<file path="src/rtl/sts_pkg.sv">
package sts_pkg;
  // position inside a three-cycle access slot
  typedef enum logic [1:0] {ST_IDLE, ST_REQ, ST_MID, ST_END} sts_state_e;
  // running test kind
  typedef enum logic [1:0] {MD_WRITE, MD_READ, MD_RAW, MD_INJECT} sts_mode_e;
endpackage

</file>
<file path="src/rtl/sts_step_counter.sv">
module sts_step_counter #(
  parameter int W = 18
) (
  input  logic         clk,
  input  logic         rst,
  input  logic         clr,
  input  logic         adv,
  output logic [W-1:0] cnt,
  output logic         at_top
);
  always_ff @(posedge clk or posedge rst) begin
    if (rst)      cnt <= '0;
    else if (clr) cnt <= '0;
    else if (adv) cnt <= cnt + 1'b1;
  end
  assign at_top = &cnt;
endmodule

</file>
<file path="src/rtl/sts_event_counter.sv">
module sts_event_counter #(
  parameter int W = 16
) (
  input  logic         clk,
  input  logic         rst,
  input  logic         clr,
  input  logic         inc,
  output logic [W-1:0] cnt
);
  always_ff @(posedge clk or posedge rst) begin
    if (rst)      cnt <= '0;
    else if (clr) cnt <= '0;
    else if (inc) cnt <= cnt + 1'b1;
  end
endmodule

</file>
<file path="src/rtl/sts_fsm.sv">
module sts_fsm
  import sts_pkg::*;
(
  input  logic       clk,
  input  logic       rst,
  input  logic       go_write,
  input  logic       go_read,
  input  logic       go_raw,
  input  logic       go_inject,
  input  logic       at_top,
  output sts_state_e state,
  output sts_mode_e  mode,
  output logic       rd_phase,
  output logic       clr_cnt,
  output logic       clr_err,
  output logic       latch_sel,
  output logic       slot_end,
  output logic       step_end,
  output logic       inject_end
);
  sts_state_e st_d;
  sts_mode_e  md_d;
  logic       rd_d;

  always_comb begin
    st_d       = state;
    md_d       = mode;
    rd_d       = rd_phase;
    clr_cnt    = 1'b0;
    clr_err    = 1'b0;
    latch_sel  = 1'b0;
    step_end   = 1'b0;
    inject_end = 1'b0;
    slot_end   = (state == ST_END);
    case (state)
      ST_IDLE: begin
        // fixed priority among simultaneous starts
        if (go_write) begin
          st_d = ST_REQ; md_d = MD_WRITE; rd_d = 1'b0; clr_cnt = 1'b1;
        end else if (go_read) begin
          st_d = ST_REQ; md_d = MD_READ; rd_d = 1'b1; clr_cnt = 1'b1; clr_err = 1'b1;
        end else if (go_raw) begin
          st_d = ST_REQ; md_d = MD_RAW; rd_d = 1'b0; clr_cnt = 1'b1;
        end else if (go_inject) begin
          st_d = ST_REQ; md_d = MD_INJECT; rd_d = 1'b0; latch_sel = 1'b1;
        end
      end
      ST_REQ: st_d = ST_MID;
      ST_MID: st_d = ST_END;
      default: begin
        if (mode == MD_INJECT) begin
          inject_end = 1'b1;
          st_d       = ST_IDLE;
        end else if (mode == MD_RAW && !rd_phase) begin
          rd_d = 1'b1;            // write half done, lagging read follows
          st_d = ST_REQ;
        end else begin
          step_end = 1'b1;
          rd_d     = (mode == MD_READ);
          st_d     = at_top ? ST_IDLE : ST_REQ;
        end
      end
    endcase
  end

  always_ff @(posedge clk or posedge rst) begin
    if (rst) begin
      state    <= ST_IDLE;
      mode     <= MD_WRITE;
      rd_phase <= 1'b0;
    end else begin
      state    <= st_d;
      mode     <= md_d;
      rd_phase <= rd_d;
    end
  end
endmodule

</file>
<file path="src/rtl/sram_selftest_seq.sv">
module sram_selftest_seq
  import sts_pkg::*;
#(
  parameter int ADDR_W = 18,
  parameter int DATA_W = 16,
  parameter int ERR_W  = 16,
  parameter int SEL_W  = 8,
  parameter int LAG    = 16
) (
  input  logic              clk,
  input  logic              rst,
  input  logic              go_write,
  input  logic              go_read,
  input  logic              go_raw,
  input  logic              go_inject,
  input  logic [SEL_W-1:0]  inj_sel,
  input  logic [DATA_W-1:0] rd_data,
  output logic              mem_req,
  output logic              mem_rd,
  output logic [ADDR_W-1:0] mem_addr,
  output logic [DATA_W-1:0] mem_wdata,
  output logic [ERR_W-1:0]  err_count,
  output logic [SEL_W-1:0]  inj_count,
  output logic              done
);
  typedef logic [ADDR_W-1:0] addr_t;
  typedef logic [DATA_W-1:0] data_t;
  localparam addr_t LAG_A = addr_t'(LAG);

  // expected word for an address
  function automatic data_t f_pattern(input addr_t a);
    return ~data_t'(a);
  endfunction

  // deliberately wrong word: lowest bit flipped
  function automatic data_t f_corrupt(input addr_t a);
    return f_pattern(a) ^ data_t'(1);
  endfunction

  // named internal events
  sts_state_e state;
  sts_mode_e  mode;
  logic  rd_phase, clr_cnt, clr_err, latch_sel;
  logic  slot_end, step_end, inject_end, pass_end;
  logic  at_top, lag_ok, cmp_en, mismatch;
  addr_t step_cnt, sel_q, cur_addr;
  logic  done_q;

  sts_fsm u_fsm (
    .clk(clk), .rst(rst),
    .go_write(go_write), .go_read(go_read), .go_raw(go_raw), .go_inject(go_inject),
    .at_top(at_top),
    .state(state), .mode(mode), .rd_phase(rd_phase),
    .clr_cnt(clr_cnt), .clr_err(clr_err), .latch_sel(latch_sel),
    .slot_end(slot_end), .step_end(step_end), .inject_end(inject_end)
  );

  sts_step_counter #(.W(ADDR_W)) u_step (
    .clk(clk), .rst(rst), .clr(clr_cnt), .adv(step_end),
    .cnt(step_cnt), .at_top(at_top)
  );

  sts_event_counter #(.W(ERR_W)) u_err (
    .clk(clk), .rst(rst), .clr(clr_err), .inc(mismatch), .cnt(err_count)
  );

  sts_event_counter #(.W(SEL_W)) u_inj (
    .clk(clk), .rst(rst), .clr(1'b0), .inc(inject_end), .cnt(inj_count)
  );

  always_ff @(posedge clk or posedge rst) begin
    if (rst)            sel_q <= '0;
    else if (latch_sel) sel_q <= addr_t'(inj_sel);
  end

  // lagging-read suppression window
  generate
    if (LAG == 0) begin : g_nolag
      assign lag_ok = 1'b1;
    end else begin : g_lag
      assign lag_ok = (step_cnt >= LAG_A);
    end
  endgenerate

  always_comb begin
    if (mode == MD_INJECT)                cur_addr = sel_q;
    else if (mode == MD_RAW && rd_phase)  cur_addr = step_cnt - LAG_A;
    else                                  cur_addr = step_cnt;
  end

  assign pass_end = step_end && at_top;
  assign cmp_en   = slot_end && rd_phase && (mode == MD_READ || lag_ok);
  assign mismatch = cmp_en && (rd_data != f_pattern(cur_addr));

  always_ff @(posedge clk or posedge rst) begin
    if (rst) done_q <= 1'b0;
    else     done_q <= pass_end;
  end

  assign mem_req   = (state == ST_REQ);
  assign mem_rd    = rd_phase;
  assign mem_addr  = cur_addr;
  assign mem_wdata = (mode == MD_INJECT) ? f_corrupt(cur_addr) : f_pattern(cur_addr);
  assign done      = done_q;
endmodule

</file>
<file path="config.mk">
export PLATFORM = sky130hd
export DESIGN_NAME = sram_selftest_seq
export DESIGN_NICKNAME = d
export VERILOG_FILES = /design/src/rtl/sts_pkg.sv /design/src/rtl/sts_step_counter.sv /design/src/rtl/sts_event_counter.sv /design/src/rtl/sts_fsm.sv /design/src/rtl/sram_selftest_seq.sv
export SDC_FILE = /design/constraint.sdc
export NUM_CORES = 1
export LEC_CHECK = 0
export CELL_PAD_IN_SITES_DETAIL_PLACEMENT = 1
export CELL_PAD_IN_SITES_GLOBAL_PLACEMENT = 2
export CORE_MARGIN = 1.5
export CORE_UTILIZATION = 32
export DETAILED_ROUTE_END_ITERATION = 8
export GPL_TIMING_DRIVEN = 0
export HOLD_SLACK_MARGIN = 0.1
export PLACE_DENSITY = 0.83
export SLEW_MARGIN = 15
export SYNTH_ARGS = -nofsm -noshare
export SYNTH_HDL_FRONTEND = slang
export SYNTH_SLANG_ARGS = --single-unit
</file>
<file path="constraint.sdc">
create_clock -name clk -period 4.6 [get_ports clk]
set_input_delay 0.46 -clock clk [delete_from_list [all_inputs] [get_ports clk]]
set_output_delay 0.46 -clock clk [all_outputs]
set_load 0.01 [all_outputs]
</file>
Word level (Yosys, flattened, before mapping)
Cells that the tools add are included.
{"block": "op_classes", "addsub": 4, "n_eq_ne": 9, "n_mux": 43, "n_bitwise": 3, "n_reduce_logical": 17, "magnitude_cmp": 1}
{"cell": "$mux 18", "n": 4}
{"cell": "$mux 16", "n": 2}
{"cell": "$mux 1", "n": 25}
{"cell": "$mux 2", "n": 10}
{"cell": "$add 18x1->18 const B", "n": 1}
{"cell": "$ge 18x5->1 const B", "n": 1}
{"cell": "$reduce_and 18->1", "n": 1}
{"cell": "$sub 18x5->18 const B", "n": 1}
{"cell": "$add 16x1->16 const B", "n": 1}
{"cell": "$ne 16x16->1", "n": 1}
{"cell": "$not 16->16", "n": 1}
{"cell": "$add 8x1->8 const B", "n": 1}
{"cell": "$eq 2x2->1 const B", "n": 4}
{"cell": "$logic_and 1x1->1", "n": 6}
{"cell": "$pmux 2 s3", "n": 1}
{"cell": "$ne 5x5->1 const B", "n": 1}
{"cell": "$eq 2x1->1 const B", "n": 2}
{"cell": "$reduce_bool 2->1", "n": 2}
{"cell": "$reduce_bool 4->1", "n": 1}
{"cell": "$reduce_and 3->1", "n": 1}
{"cell": "$reduce_or 3->1", "n": 1}
{"cell": "$logic_not 2->1", "n": 1}
{"cell": "$ne 2x1->1 const B", "n": 1}
{"cell": "$not 1->1", "n": 2}
{"cell": "5 further kinds", "n": 5}
{"block": "totals", "register_bits": 56, "wordCells": 85}

Logic depth before layout (Yosys ltp)
{"block": "depth", "word_depth": 9, "mapped_depth": 13, "depth_no_buf": 10}

Modules after synthesis
From an unflattened synthesis, not the netlist that was laid out.
{"block": "hier_totals", "cells_unflattened": 421, "area_unflattened_um2": 3764.9}
{"mod": "sram_selftest_seq", "area_per_inst_um2": 1238.7, "instances": 1, "cells_each": 162}
{"mod": "sts_step_counter", "area_per_inst_um2": 932.1, "instances": 1, "cells_each": 97}
{"mod": "sts_event_counter (u_err)", "area_per_inst_um2": 808.3, "instances": 1, "cells_each": 82}
{"mod": "sts_event_counter (u_inj)", "area_per_inst_um2": 400.4, "instances": 1, "cells_each": 38}
{"mod": "sts_fsm", "area_per_inst_um2": 385.4, "instances": 1, "cells_each": 42}

Least setup slack after synthesis
No wires, ideal clock.
{"block": "synth_path", "path_type": "register to register", "startpoint": "reg u_step.cnt[6]", "endpoint": "reg u_err.cnt[3]", "setup_slack_ps": 1631, "period_less_slack_ps": 2969, "setup_time_ps": 78, "t_arrival_ps": 2891, "path_stages_with_launch": 12, "path_cell_list": "dfrtp_1 > buf_6 > or4_1 > buf_2 > nor4_1 > mux2i_1 > xnor2_1 > nand4_2 > nor2_2 > buf_6 > or4_1 > a21oi_1"}
{"block": "synth_via", "elab_chain_cells": 7}
{"element": "from (decl)", "line": "sts_step_counter.sv:8", "source": "output logic [W-1:0] cnt,"}
{"element": "from (signal assigned)", "line": "sts_step_counter.sv:14", "source": "else if (adv) cnt <= cnt + 1'b1;"}
{"element": "$sub 18x5->18", "line": "sram_selftest_seq.sv:87", "source": "else if (mode == MD_RAW && rd_phase) cur_addr = step_cnt - LAG_A;"}
{"element": "$mux 18", "line": "sram_selftest_seq.sv:87"}
{"element": "$mux 18", "line": "sram_selftest_seq.sv:86", "source": "if (mode == MD_INJECT) cur_addr = sel_q;"}
{"element": "$not 16->16"}
{"element": "named net mem_wdata[14]", "line": "sram_selftest_seq.sv:21", "source": "output logic [DATA_W-1:0] mem_wdata,"}
{"element": "$ne 16x16->1", "line": "sram_selftest_seq.sv:93", "source": "assign mismatch = cmp_en && (rd_data != f_pattern(cur_addr));"}
{"element": "$logic_and 1x1->1", "line": "sram_selftest_seq.sv:93"}
{"element": "$reduce_bool 2->1 (no line)"}
{"element": "to (signal assigned)", "line": "sts_event_counter.sv:13", "source": "else if (inc) cnt <= cnt + 1'b1;"}
{"element": "to (decl)", "line": "sts_event_counter.sv:8", "source": "output logic [W-1:0] cnt"}
The timed path passes the listed nets, and every way through them passes these cells.
A chain may end at the register's enable or synchronous reset.

Worst setup path after layout
{"block": "layout_path", "startpoint": "reg u_fsm.mode[0]", "endpoint": "reg u_err.cnt[14]"}
{"block": "layout_via", "elab_chain_cells": 8}
{"element": "from (decl)", "line": "sts_fsm.sv:12", "source": "output sts_mode_e mode,"}
{"element": "from (signal assigned)", "line": "sts_fsm.sv:73", "source": "mode <= md_d;"}
{"element": "$eq 2x2->1", "line": "sram_selftest_seq.sv:87"}
{"element": "$logic_and 1x1->1", "line": "sram_selftest_seq.sv:87"}
{"element": "$mux 18", "line": "sram_selftest_seq.sv:87"}
{"element": "$mux 18", "line": "sram_selftest_seq.sv:86"}
{"element": "$not 16->16", "line": "sram_selftest_seq.sv:32", "source": "return ~data_t'(a);"}
{"element": "$ne 16x16->1", "line": "sram_selftest_seq.sv:93"}
{"element": "$logic_and 1x1->1 *", "line": "sram_selftest_seq.sv:93"}
{"element": "$reduce_bool 2->1 (no line) *"}
Mark *: on every way between the ends. The rest lies on a longest branch, timed or not.

==> summary.md <==
| Metric | Value |
|---|---|
| Hold buffers post-CTS | `0` |
| Critical Path, Cell by Cell | `clkbuf_1, buf_2, buf_1, nor2_1, a221oi_1, o2111ai_1, or4_4, o2111ai_1, o21ai_0, a21oi_1` |
| DR WL met2 | `6220 um` |
| CP startpoint | `u_fsm.mode[0]$_DFFE_PP0P_` |
| P_leak | `roughly 0.0022 uW` |
| Core Region | `between 10000 and 15000 um^2` |
| Post-route clock period utilization | `80.4%` |
| Commonest non-fill, non-tap cell in the layout | `clkdlybuf4s50_1` |
| Global route total overflow | `0` |
| Status | `completed` |
| Most frequent CP cell | `o2111ai_1` |
| Area Overhead vs Synth | `31.7%` |
| PD cells | `492 nW/um^2` |
| Clk sink count | `56` |
| Insertion delay to the later sink of the worst-skew pair | `0.30 ns` |
| Layout Nets | `607` |
| Synthesized flop and latch total | `56` |
| Row count | `40` |
| Post-synthesis sequential area ratio | `35.0%` |
| RSZ-0062 raised after global routing | `false` |
| EDFF count, synth | `0` |
| IO Port Bufs | `90` |
| Post-DRT Antenna Nets | `0` |
| DR top layer | `met4` |
| Worst EP required | `roughly 4.8 ns` |
| Setup_tns | `0 ns` |
| Crit start category | `flop` |
| Ys Warns | `0` |
| Initial antenna violation count | `0` |
| CTS tree | `yes` |
| Reg clk slew, reported paths | `0.08 ns` |
| Worst reg2reg endpoint | `u_err.cnt[14]$_DFFE_PP0P_` |
| GPL Wtd Cong | `0.820` |
| Hold Path Stages | `1` |
| DRT Wirelength | `roughly 13000 um` |
| Layout cell share with drive strength beyond 1 | `under 10%` |
| Hold Path End | `u_inj.cnt[7]$_DFFE_PP0P_` |
| Synth Net Count | `510` |
| Overall routing resource usage | `between 20% and 30%` |
| First-pass detailed-route iteration total | `5` |
| Die H | `roughly 110 um` |
| Largest net degree at the start of global routing | `57` |
| DPL Wire Length | `between 9000 and 10000 um` |
| Worst slew pin tran | `around 0.82 ns` |
| FF-to-FF path depth | `10` |
| Crit-path max FO | `10` |
| Min-delay src | `u_inj.cnt[7]$_DFFE_PP0P_` |
| IO Pins | `91` |
| Clock buffer depth | `2` |
| Starting Density | `33.0%` |
| Die width | `115 um` |
| Final Hold Fails | `0` |
| Hold WC Path Type | `flop to flop` |
| DR WL met3 | `598 um` |
| Fmax | `270 MHz` |
| Critical path's slowest cell | `or4_4` |
| Pre-CTS setup slack | `about 0.97 ns` |
| Ys async rst share | `100%` |
| Leading cell types in the layout, fill and taps excluded | `clkdlybuf4s50_1, dfrtp_1, nor2_1` |
| Max incr delay on CP | `0.57 ns` |
| DR WL/cell | `roughly 18 um` |
| Predominant post-synthesis flop cell | `dfrtp_1` |
| DRC Markers | `0` |
| Critical R2R Launch | `u_fsm.mode[0]$_DFFE_PP0P_` |
| Placed Cells | `726` |
| Worst Path Class, Setup | `flop to flop` |
| Tmin final | `3.70 ns` |
| Vias per cell | `around 5.4` |
| Synth unique cells | `62` |
| Flop2flop setup slack | `0.90 ns` |
| # fillers | `1466` |
| Antenna Cells | `0` |
| Max-cap check violation count | `0` |
| Mean post-synth cell area | `8.54 um^2` |
| Setup Skew | `0.00534 ns` |
| Max-slew headroom | `about 45%` |
| First-pass GRT wire length | `21300 um` |
| Post-Syn Instances | `468` |
| Final setup viols | `0` |
| Cell Area, Synth | `between 3000 and 4000 um^2` |
| Setup repair bufs after CTS | `0` |
| Final worst setup slack | `0.901 ns` |
| Die area | `13200 um^2` |
| Cts bufs inserted | `5` |
| Violation count after the first detailed-routing iteration | `204` |
| Final Instance Count excl. Fillers | `734` |
| DRT met1 WL | `6270 um` |
| Smallest hold slack | `approximately 0.5 ns` |
| CTS resizes | `0` |
| CTS H-tree depth | `2` |
| Total number of vias | `3983` |
| Final Slew Violations | `0` |
| WP data arrival | `around 3.9 ns` |
| VDD IR max | `0.230 mV` |
| Vias in the first global route | `4085` |
| Overall power | `2590 uW` |
| Clk root buf | `clkbuf_16` |
| Crit end category | `flop` |
## synth_stat cells (12+ instances only)
| library cell | number | area share [%] |
|---|---|---|
| inv_1 | 33 | 3.1 |
| nor2_1 | 43 | 4.0 |
| or3_1 | 13 | 2.0 |
| clkbuf_1 | 15 | 1.4 |
| ha_1 | 12 | 3.8 |
| xor2_1 | 13 | 2.8 |
| nand3_1 | 23 | 2.9 |
| o21ai_0 | 20 | 2.5 |
| dfrtp_1 | 56 | 35 |
| nand2_1 | 29 | 2.7 |
| a21oi_1 | 25 | 3.1 |
| xnor2_1 | 20 | 4.4 |
## stage by stage
step / cell area [um^2] / utilization [%]
finish: 5270 / 43.5
global route: 5270 / 43.5
detailed placement: 5110 / 42.2
CTS: 5260 / 43.4
global placement: 5110 / 42.2
floorplan: 4000 / -
## power by group
part	switching, uW	internal, uW	total [uW]	leakage (uW)
sequential	127	598	725	0.000752
combinational	798	666	1460	0.00135
clock	196	205	401	0.0000742
total	1120	1470	2590	0.00217
## flip-flops by register name (all words and copies together), names as in the netlist
signal and count:
done 1, sel_q 8, u_err.cnt 16, u_fsm.mode 2, u_fsm.rd_phase 1, u_fsm.state 2
u_inj.cnt 8, u_step.cnt 18
## routing by layer
layer | up-vias | GRT usage (%)
met1 | 1975 | 27.7
met5 | - | 0
met4 | 0 | 4.61
li1 | 1873 | -
met2 | 124 | 35.6
met3 | 11 | 2.69
## cell families (layout without fill, tap and decap cells)
group	Yosys count	in the layout	share of synthesized area [%]
and+or+nand+nor	201	201	27.9
AOI/OAI and AO/OA	95	95	16.4
buffers and inverters	58	156	6.01
DFF	56	56	35.0
xor gates and xnor gates	33	33	7.23
muxes	13	13	3.60
adders and majority gates	12	12	3.75
## layout make-up
class / count / area, um^2 / share of cell area [%]
Inverter: 33 / 126 / 2.40
Tap cell: 168 / 210 / 3.99
Timing Repair Buffer: 90 / 901 / 17.1
Sequential cell: 56 / 1400 / 26.6
Clock buffer: 5 / 125 / 2.38
Clock inverter: 3 / 22.5 / 0.428
Multi-Input combinational cell: 354 / 2360 / 44.9
Buffer: 25 / 116 / 2.21
## critical path, delay by kind of cell (launching register included)
family,cells,cell delay (ns)
compound gates,5,1.38
buf+inv,3,1.17
flops,1,0.38
simple gates,2,0.69
## worst max path at each step
| stage | to | slack (ns) | cells past startpoint |
|---|---|---|---|
| CTS | u_err.cnt[11]$_DFFE_PP0P_ | 0.92 | 11 |
| global route | u_err.cnt[11]$_DFFE_PP0P_ | 0.65 | 12 |
| detailed placement | u_err.cnt[3]$_DFFE_PP0P_ | 0.97 | 11 |
| global placement | u_err.cnt[13]$_DFFE_PP0P_ | 1.03 | 12 |
| finish | u_err.cnt[14]$_DFFE_PP0P_ | 0.90 | 10 |
| floorplan | u_err.cnt[3]$_DFFE_PP0P_ | 1.63 | 11 |
No activity file was read; power rests on OpenSTA's default activity.
